==> config.mk <==
export PLATFORM = sky130hd
export DESIGN_NAME = hmacl_unit
export DESIGN_NICKNAME = d
export VERILOG_FILES = /design/src/rtl/hmacl_pkg.sv /design/src/rtl/hmacl_reg_check.sv /design/src/rtl/hmacl_mul_stage.sv /design/src/rtl/hmacl_acc_stage.sv /design/src/rtl/hmacl_unit.sv
export SDC_FILE = /design/constraint.sdc
export NUM_CORES = 1
export LEC_CHECK = 0
export BUFFER_PORTS_ARGS = -buffer_cell sky130_fd_sc_hd__buf_4
export CORE_UTILIZATION = 56
export CTS_CLUSTER_SIZE = 30
export DETAILED_ROUTE_END_ITERATION = 12
export GPL_TIMING_DRIVEN = 1
export PLACE_DENSITY = 0.81
export SLEW_MARGIN = 20
export SYNTH_ARGS = -nofsm -noshare
export SYNTH_HDL_FRONTEND = slang
export SYNTH_SLANG_ARGS = --single-unit
export TNS_END_PERCENT = 20
==> constraint.sdc <==
create_clock -name clk -period 7.2 [get_ports clk]
set_clock_uncertainty 0.05 [all_clocks]
set_input_delay 0.72 -clock clk [delete_from_list [all_inputs] [get_ports clk]]
set_output_delay 0.72 -clock clk [all_outputs]
set_load 0.01 [all_outputs]
==> src/rtl/hmacl_pkg.sv <==
package hmacl_pkg;

    typedef enum logic [1:0] {
        SLOT_IDLE = 2'b00,
        SLOT_LIVE = 2'b01,
        SLOT_SKIP = 2'b10
    } slot_e;

    localparam int unsigned IDX_COUNT = 4;

endpackage

==> src/rtl/hmacl_reg_check.sv <==
module hmacl_reg_check #(
    parameter int unsigned IDX_W = 4
) (
    input  logic [IDX_W-1:0] idx_lo,
    input  logic [IDX_W-1:0] idx_hi,
    input  logic [IDX_W-1:0] idx_a,
    input  logic [IDX_W-1:0] idx_b,
    output logic             bad
);
    import hmacl_pkg::*;

    localparam logic [IDX_W-1:0] RESERVED_IDX = {IDX_W{1'b1}};

    logic [IDX_W-1:0] idx_all [IDX_COUNT];
    logic [IDX_COUNT-1:0] hits_reserved;

    assign idx_all[0] = idx_lo;
    assign idx_all[1] = idx_hi;
    assign idx_all[2] = idx_a;
    assign idx_all[3] = idx_b;

    for (genvar g = 0; g < IDX_COUNT; g++) begin : g_reserved
        assign hits_reserved[g] = (idx_all[g] == RESERVED_IDX);
    end

    assign bad = (|hits_reserved) || (idx_hi == idx_lo);

endmodule

==> src/rtl/hmacl_mul_stage.sv <==
module hmacl_mul_stage #(
    parameter int unsigned HALF_W = 16
) (
    input  logic                    clk,
    input  logic                    rst,
    input  logic                    start,
    input  logic                    cond_pass,
    input  logic                    bad_in,
    input  logic                    sel_a,
    input  logic                    sel_b,
    input  logic [2*HALF_W-1:0]     src_a,
    input  logic [2*HALF_W-1:0]     src_b,
    input  logic [4*HALF_W-1:0]     acc_in,
    output hmacl_pkg::slot_e        slot_q,
    output logic [2*HALF_W-1:0]     prod_q,
    output logic [4*HALF_W-1:0]     acc_q,
    output logic                    bad_q
);
    import hmacl_pkg::*;

    localparam int unsigned WORD_W = 2 * HALF_W;
    localparam int unsigned PROD_W = 2 * HALF_W;
    localparam int unsigned ACC_W  = 2 * WORD_W;

    slot_e slot_d;
    logic signed [HALF_W-1:0] op_a;
    logic signed [HALF_W-1:0] op_b;
    logic signed [PROD_W-1:0] ext_a;
    logic signed [PROD_W-1:0] ext_b;
    logic signed [PROD_W-1:0] prod_d;

    assign op_a   = sel_a ? src_a[WORD_W-1:HALF_W] : src_a[HALF_W-1:0];
    assign op_b   = sel_b ? src_b[WORD_W-1:HALF_W] : src_b[HALF_W-1:0];
    assign ext_a  = {{HALF_W{op_a[HALF_W-1]}}, op_a};
    assign ext_b  = {{HALF_W{op_b[HALF_W-1]}}, op_b};
    assign prod_d = ext_a * ext_b;

    always_comb begin
        unique case ({start, cond_pass})
            2'b11:   slot_d = SLOT_LIVE;
            2'b10:   slot_d = SLOT_SKIP;
            default: slot_d = SLOT_IDLE;
        endcase
    end

    always_ff @(posedge clk) begin
        if (rst) slot_q <= SLOT_IDLE;
        else     slot_q <= slot_d;
    end

    always_ff @(posedge clk) begin
        if (rst) begin
            prod_q <= '0;
            acc_q  <= '0;
            bad_q  <= 1'b0;
        end else if (start) begin
            prod_q <= prod_d;
            acc_q  <= acc_in;
            bad_q  <= bad_in;
        end
    end


    prod_sign_chk: assert property (@(posedge clk) disable iff (rst)
        (start && op_a != '0 && op_b != '0)
            |=> (prod_q[PROD_W-1] == $past(op_a[HALF_W-1] ^ op_b[HALF_W-1])));


    prod_zero_chk: assert property (@(posedge clk) disable iff (rst)
        (start && op_a == '0) |=> (prod_q == '0));

    localparam int unsigned UNUSED_ACC = ACC_W;

endmodule

==> src/rtl/hmacl_acc_stage.sv <==
module hmacl_acc_stage #(
    parameter int unsigned HALF_W = 16
) (
    input  logic                    clk,
    input  logic                    rst,
    input  hmacl_pkg::slot_e        slot_in,
    input  logic [2*HALF_W-1:0]     prod_in,
    input  logic [4*HALF_W-1:0]     acc_in,
    input  logic                    bad_in,
    output logic                    out_valid,
    output logic                    wr_en,
    output logic                    bad_out,
    output logic [2*HALF_W-1:0]     res_hi,
    output logic [2*HALF_W-1:0]     res_lo
);
    import hmacl_pkg::*;

    localparam int unsigned WORD_W = 2 * HALF_W;
    localparam int unsigned PROD_W = 2 * HALF_W;
    localparam int unsigned ACC_W  = 2 * WORD_W;

    slot_e            slot_q;
    logic [ACC_W-1:0] sum_d;
    logic [ACC_W-1:0] res_q;
    logic             bad_q;

    assign sum_d = acc_in + {{(ACC_W-PROD_W){prod_in[PROD_W-1]}}, prod_in};

    always_ff @(posedge clk) begin
        if (rst) slot_q <= SLOT_IDLE;
        else     slot_q <= slot_in;
    end

    always_ff @(posedge clk) begin
        if (rst) begin
            res_q <= '0;
            bad_q <= 1'b0;
        end else begin
            unique case (slot_in)
                SLOT_LIVE: res_q <= sum_d;
                SLOT_SKIP: res_q <= acc_in;
                default:   res_q <= res_q;
            endcase
            bad_q <= (slot_in != SLOT_IDLE) && bad_in;
        end
    end

    always_comb begin
        unique case (slot_q)
            SLOT_LIVE: begin out_valid = 1'b1; wr_en = 1'b1; end
            SLOT_SKIP: begin out_valid = 1'b1; wr_en = 1'b0; end
            default:   begin out_valid = 1'b0; wr_en = 1'b0; end
        endcase
    end

    assign bad_out = bad_q;
    assign res_hi  = res_q[ACC_W-1:WORD_W];
    assign res_lo  = res_q[WORD_W-1:0];


    skip_hold_chk: assert property (@(posedge clk) disable iff (rst)
        (slot_in == SLOT_SKIP) |=> ({res_hi, res_lo} == $past(acc_in)));


    zero_add_chk: assert property (@(posedge clk) disable iff (rst)
        (slot_in == SLOT_LIVE && prod_in == '0) |=> ({res_hi, res_lo} == $past(acc_in)));

endmodule

==> src/rtl/hmacl_unit.sv <==
module hmacl_unit #(
    parameter int unsigned HALF_W = 16,
    parameter int unsigned IDX_W  = 4
) (
    input  logic                clk,
    input  logic                rst,
    input  logic                start,
    input  logic                cond_pass,
    input  logic                sel_a,
    input  logic                sel_b,
    input  logic [2*HALF_W-1:0] src_a,
    input  logic [2*HALF_W-1:0] src_b,
    input  logic [2*HALF_W-1:0] acc_hi_in,
    input  logic [2*HALF_W-1:0] acc_lo_in,
    input  logic [IDX_W-1:0]    idx_lo,
    input  logic [IDX_W-1:0]    idx_hi,
    input  logic [IDX_W-1:0]    idx_a,
    input  logic [IDX_W-1:0]    idx_b,
    output logic                out_valid,
    output logic                wr_en,
    output logic                bad_regs,
    output logic [2*HALF_W-1:0] res_hi,
    output logic [2*HALF_W-1:0] res_lo
);
    import hmacl_pkg::*;

    localparam int unsigned WORD_W = 2 * HALF_W;
    localparam int unsigned ACC_W  = 2 * WORD_W;
    localparam logic [IDX_W-1:0] RESERVED_IDX = {IDX_W{1'b1}};

    logic               bad_now;
    slot_e              mid_slot;
    logic [WORD_W-1:0]  mid_prod;
    logic [ACC_W-1:0]   mid_acc;
    logic               mid_bad;

    hmacl_reg_check #(.IDX_W(IDX_W)) u_check (
        .idx_lo (idx_lo),
        .idx_hi (idx_hi),
        .idx_a  (idx_a),
        .idx_b  (idx_b),
        .bad    (bad_now)
    );

    hmacl_mul_stage #(.HALF_W(HALF_W)) u_mul (
        .clk       (clk),
        .rst       (rst),
        .start     (start),
        .cond_pass (cond_pass),
        .bad_in    (bad_now),
        .sel_a     (sel_a),
        .sel_b     (sel_b),
        .src_a     (src_a),
        .src_b     (src_b),
        .acc_in    ({acc_hi_in, acc_lo_in}),
        .slot_q    (mid_slot),
        .prod_q    (mid_prod),
        .acc_q     (mid_acc),
        .bad_q     (mid_bad)
    );

    hmacl_acc_stage #(.HALF_W(HALF_W)) u_acc (
        .clk       (clk),
        .rst       (rst),
        .slot_in   (mid_slot),
        .prod_in   (mid_prod),
        .acc_in    (mid_acc),
        .bad_in    (mid_bad),
        .out_valid (out_valid),
        .wr_en     (wr_en),
        .bad_out   (bad_regs),
        .res_hi    (res_hi),
        .res_lo    (res_lo)
    );


    lat_two_chk: assert property (@(posedge clk) disable iff (rst)
        start |-> ##2 out_valid);


    idle_two_chk: assert property (@(posedge clk) disable iff (rst)
        !start |-> ##2 !out_valid);


    wr_gate_chk: assert property (@(posedge clk) disable iff (rst)
        wr_en |-> out_valid);


    bad_gate_chk: assert property (@(posedge clk) disable iff (rst)
        bad_regs |-> out_valid);


    reserved_flag_chk: assert property (@(posedge clk) disable iff (rst)
        (start && (idx_a == RESERVED_IDX || idx_b == RESERVED_IDX)) |-> ##2 bad_regs);


    same_dest_chk: assert property (@(posedge clk) disable iff (rst)
        (start && idx_hi == idx_lo) |-> ##2 bad_regs);


    reset_clear_chk: assert property (@(posedge clk)
        rst |=> (!out_valid && !wr_en && !bad_regs && res_hi == '0 && res_lo == '0));

endmodule

==> impl_metrics.csv <==
group,metric,value,unit
timing,worst_slack,0.262,ns
yosys,yosys_most_used_dff,"dfxtp_1",
place,io_buffers,216,
die,start_util,57.0,%
die,dieArea,37000,µm²
flow_run,drv_cap,0,
yosys,yosys_register_bits,166,
final_layout,syn2layout_area_growth,19.6,%
final_layout,multiInputGateArea,15400,µm²
timing,period_needed,6.94,ns
cts,cts_buffers,17,
yosys,syn-mean-instance-area,8.54,µm²
timing,maxSlewViolCount,0,
setup_path,worstSetupPathType,"in -> reg",
final_layout,antennaDiodeCount,0,
routing,drt_iter0_markers,1344,
setup_path,start_kind,"input port",
cts,clk_pin_slew,0.08,ns
global_routing,grt_pass1_wl,97.0,mm
routing,vias_per_cell,5.75,
yosys,synth_async_sr_flop_share,0,%
routing,routed_wl,60.7,mm
timing,hold_viol,0,
final_layout,final_cell_mix,"395 x buf_4, 327 x inv_1, 324 x nor2_1",
timing,max_slew_margin,34.0,%
die,ios,217,
cts,cts_root_buf,"clkbuf_16",
cts,postCtsSetupBuffers,0,
yosys,synth_cells,2375,
cts,cts_max_level,4,
routing,wire_per_inst,19.1,µm
final_layout,final_common_cell,"buf_4",
setup_path,endpoint_kind,"flip-flop",
timing,tns,0,ns
timing,setup_viol,0,
final_layout,fillCellCount,2847,
place,dp_hpwl,49.6,mm
cts,cts_tree,"yes",
timing,fin_crit_sh,96.4,%
global_routing,grt_usage,34.0,%
setup_path,regToRegSetupSlack,3.26,ns
global_routing,overflow,0,
routing,antenna_left,0,
final_layout,drive_gt1_share,18.9,%
setup_path,critical_path.max_fanout,9,
cts,clock_path_buffers,2,
die,die_y,192,µm
final_layout,utilization,68.2,%
place,placed_cells,3136,
die,rows,69,
setup_path,worstPathArrival,7.22,ns
die,coreArea,35600,µm²
yosys,yosysSeqAreaShare,16.4,%
yosys,synth_cell_types,76,
final_layout,final-seq-area,3320,µm²
global_routing,antenna_found_initial,2,
cts,clock-sinks,166,
yosys,synth_nets,2936,
routing,vias,18203,
status,status,"complete, no violations",
timing,worst_slew_pin_slew,0.988,ns
routing,drc,0,
final_layout,layout.nets,3255,
setup_path,worst_ep_required_time,7.48,ns
timing,rsz0062_at_grt,"no",
cts,insertion_delay,0.44,ns
place,preCtsSetupSlack,-0.240,ns
global_routing,grt_pass1_vias,18617,
die,die_w,192,µm
yosys,synth_edf_count,0,
routing,dr.pass1.iters,5,
final_layout,instances_no_fill,3168,
yosys,yosys_warnings,0,
global_routing,grt_max_degree,112,
yosys,synthesis.area,20300,µm²
timing,max_freq,0.144,GHz
min_path,hp-class,"in -> reg",
place,gp_congestion,0.953,
-- kinds of logic after synthesis --
logic type | Yosys count | synth area share, %
and+or+nand+nor | 690 | 14.6
AOI/OAI and AO/OA | 440 | 14.5
xor gates and xnor gates | 95 | 4.10
DFF | 166 | 16.4
buffers and inverters | 428 | 7.96
adders and majority gates | 411 | 35.1
muxes | 145 | 7.33
-- state kept, by name, summed over array words and instances (netlist names) --
name and flops:
u_acc.res_q 64, u_mul.acc_q 64, u_mul.prod_q 32, u_acc.slot_q 2
u_mul.slot_q 2, u_acc.bad_out 1, u_mul.bad_q 1
-- layer usage --
layer	routed length, µm	GRT usage, %
met5	27	0
met4	1670	9.87
met3	4650	6.44
met2	28600	55.9
met1	25700	45.5
-- cell type report --
cell class | instances | share of cell area, %
clock buffers | 17 | 1.75
inverters | 327 | 5.06
well taps | 461 | 2.38
multi-input cells | 1781 | 63.7
repair buffers | 401 | 12.6
flip-flops and latches | 166 | 13.7
clock inverters | 15 | 0.851
-- through the flow --
| stage | instance area [µm²] | hold WS [ns] |
|---|---|---|
| global placement | 23600 | 0.420 |
| floorplan | 20400 | 0.388 |
| finish | 24300 | 0.407 |
| detailed placement | 23600 | 0.418 |
| CTS | 24200 | 0.391 |
| global route | 24300 | 0.396 |
-- path summary, 6_finish.rpt --
path | depth (start not counted) | start | end
min reg2reg | 2 | u_mul.prod_q[26] | u_mul.prod_q[26]
max reg2reg | 14 | u_mul.prod_q[0] | u_acc.res_q[42]
max | 24 | sel_a | u_mul.prod_q[30]
min | 2 | cond_pass | u_mul.slot_q[1]
-- repair_timing --
action                                  4_1_cts  5_1_grt
hold buffers                                  0        0
gates resized for setup                       0        8
endpoints found under the setup margin        0        2
-- synth_stat cells, types with 13 or more instances --
library cell / instances / area share [%]
nand3_1: 17 / 0.42
mux2_2: 27 / 1.5
clkbuf_1: 75 / 1.4
mux2i_1: 116 / 5.7
buf_1: 20 / 0.37
ha_1: 148 / 9.1
a31oi_1: 19 / 0.59
o21bai_1: 24 / 0.89
a21oi_1: 106 / 2.6
xor2_1: 40 / 1.7
a211oi_1: 24 / 0.89
nor2_1: 324 / 6.0
inv_1: 327 / 6.1
nand2_1: 231 / 4.3
xnor2_1: 55 / 2.4
o211ai_1: 40 / 1.5
dfxtp_1: 166 / 16
a21o_1: 52 / 1.9
nand2b_1: 19 / 0.59
fa_1: 263 / 26
o21ai_0: 85 / 2.1
nand4_1: 22 / 0.68
o21ai_1: 15 / 0.37
nor2b_1: 13 / 0.40
-- worst max-delay path, stage by stage --
cell and delay (ns):
buf_4 0.16, buf_12 0.14, mux2_2 0.38, nand2_1 0.10
fa_1 0.49, fa_1 0.59, fa_1 0.47, fa_1 0.56
inv_1 0.06, fa_1 0.48, inv_1 0.06, fa_1 0.48
inv_1 0.05, ha_1 0.30, a21o_1 0.16, a21oi_1 0.21
o22ai_1 0.16, o31ai_4 0.33, a211oi_2 0.15, o211ai_1 0.25
a21boi_2 0.10, o21ai_1 0.15, mux2_1 0.34, a311o_1 0.32
Power is left out: the tool's default activity adds up to more than one toggle a clock period on the data nets, which glitch-free logic cannot reach.
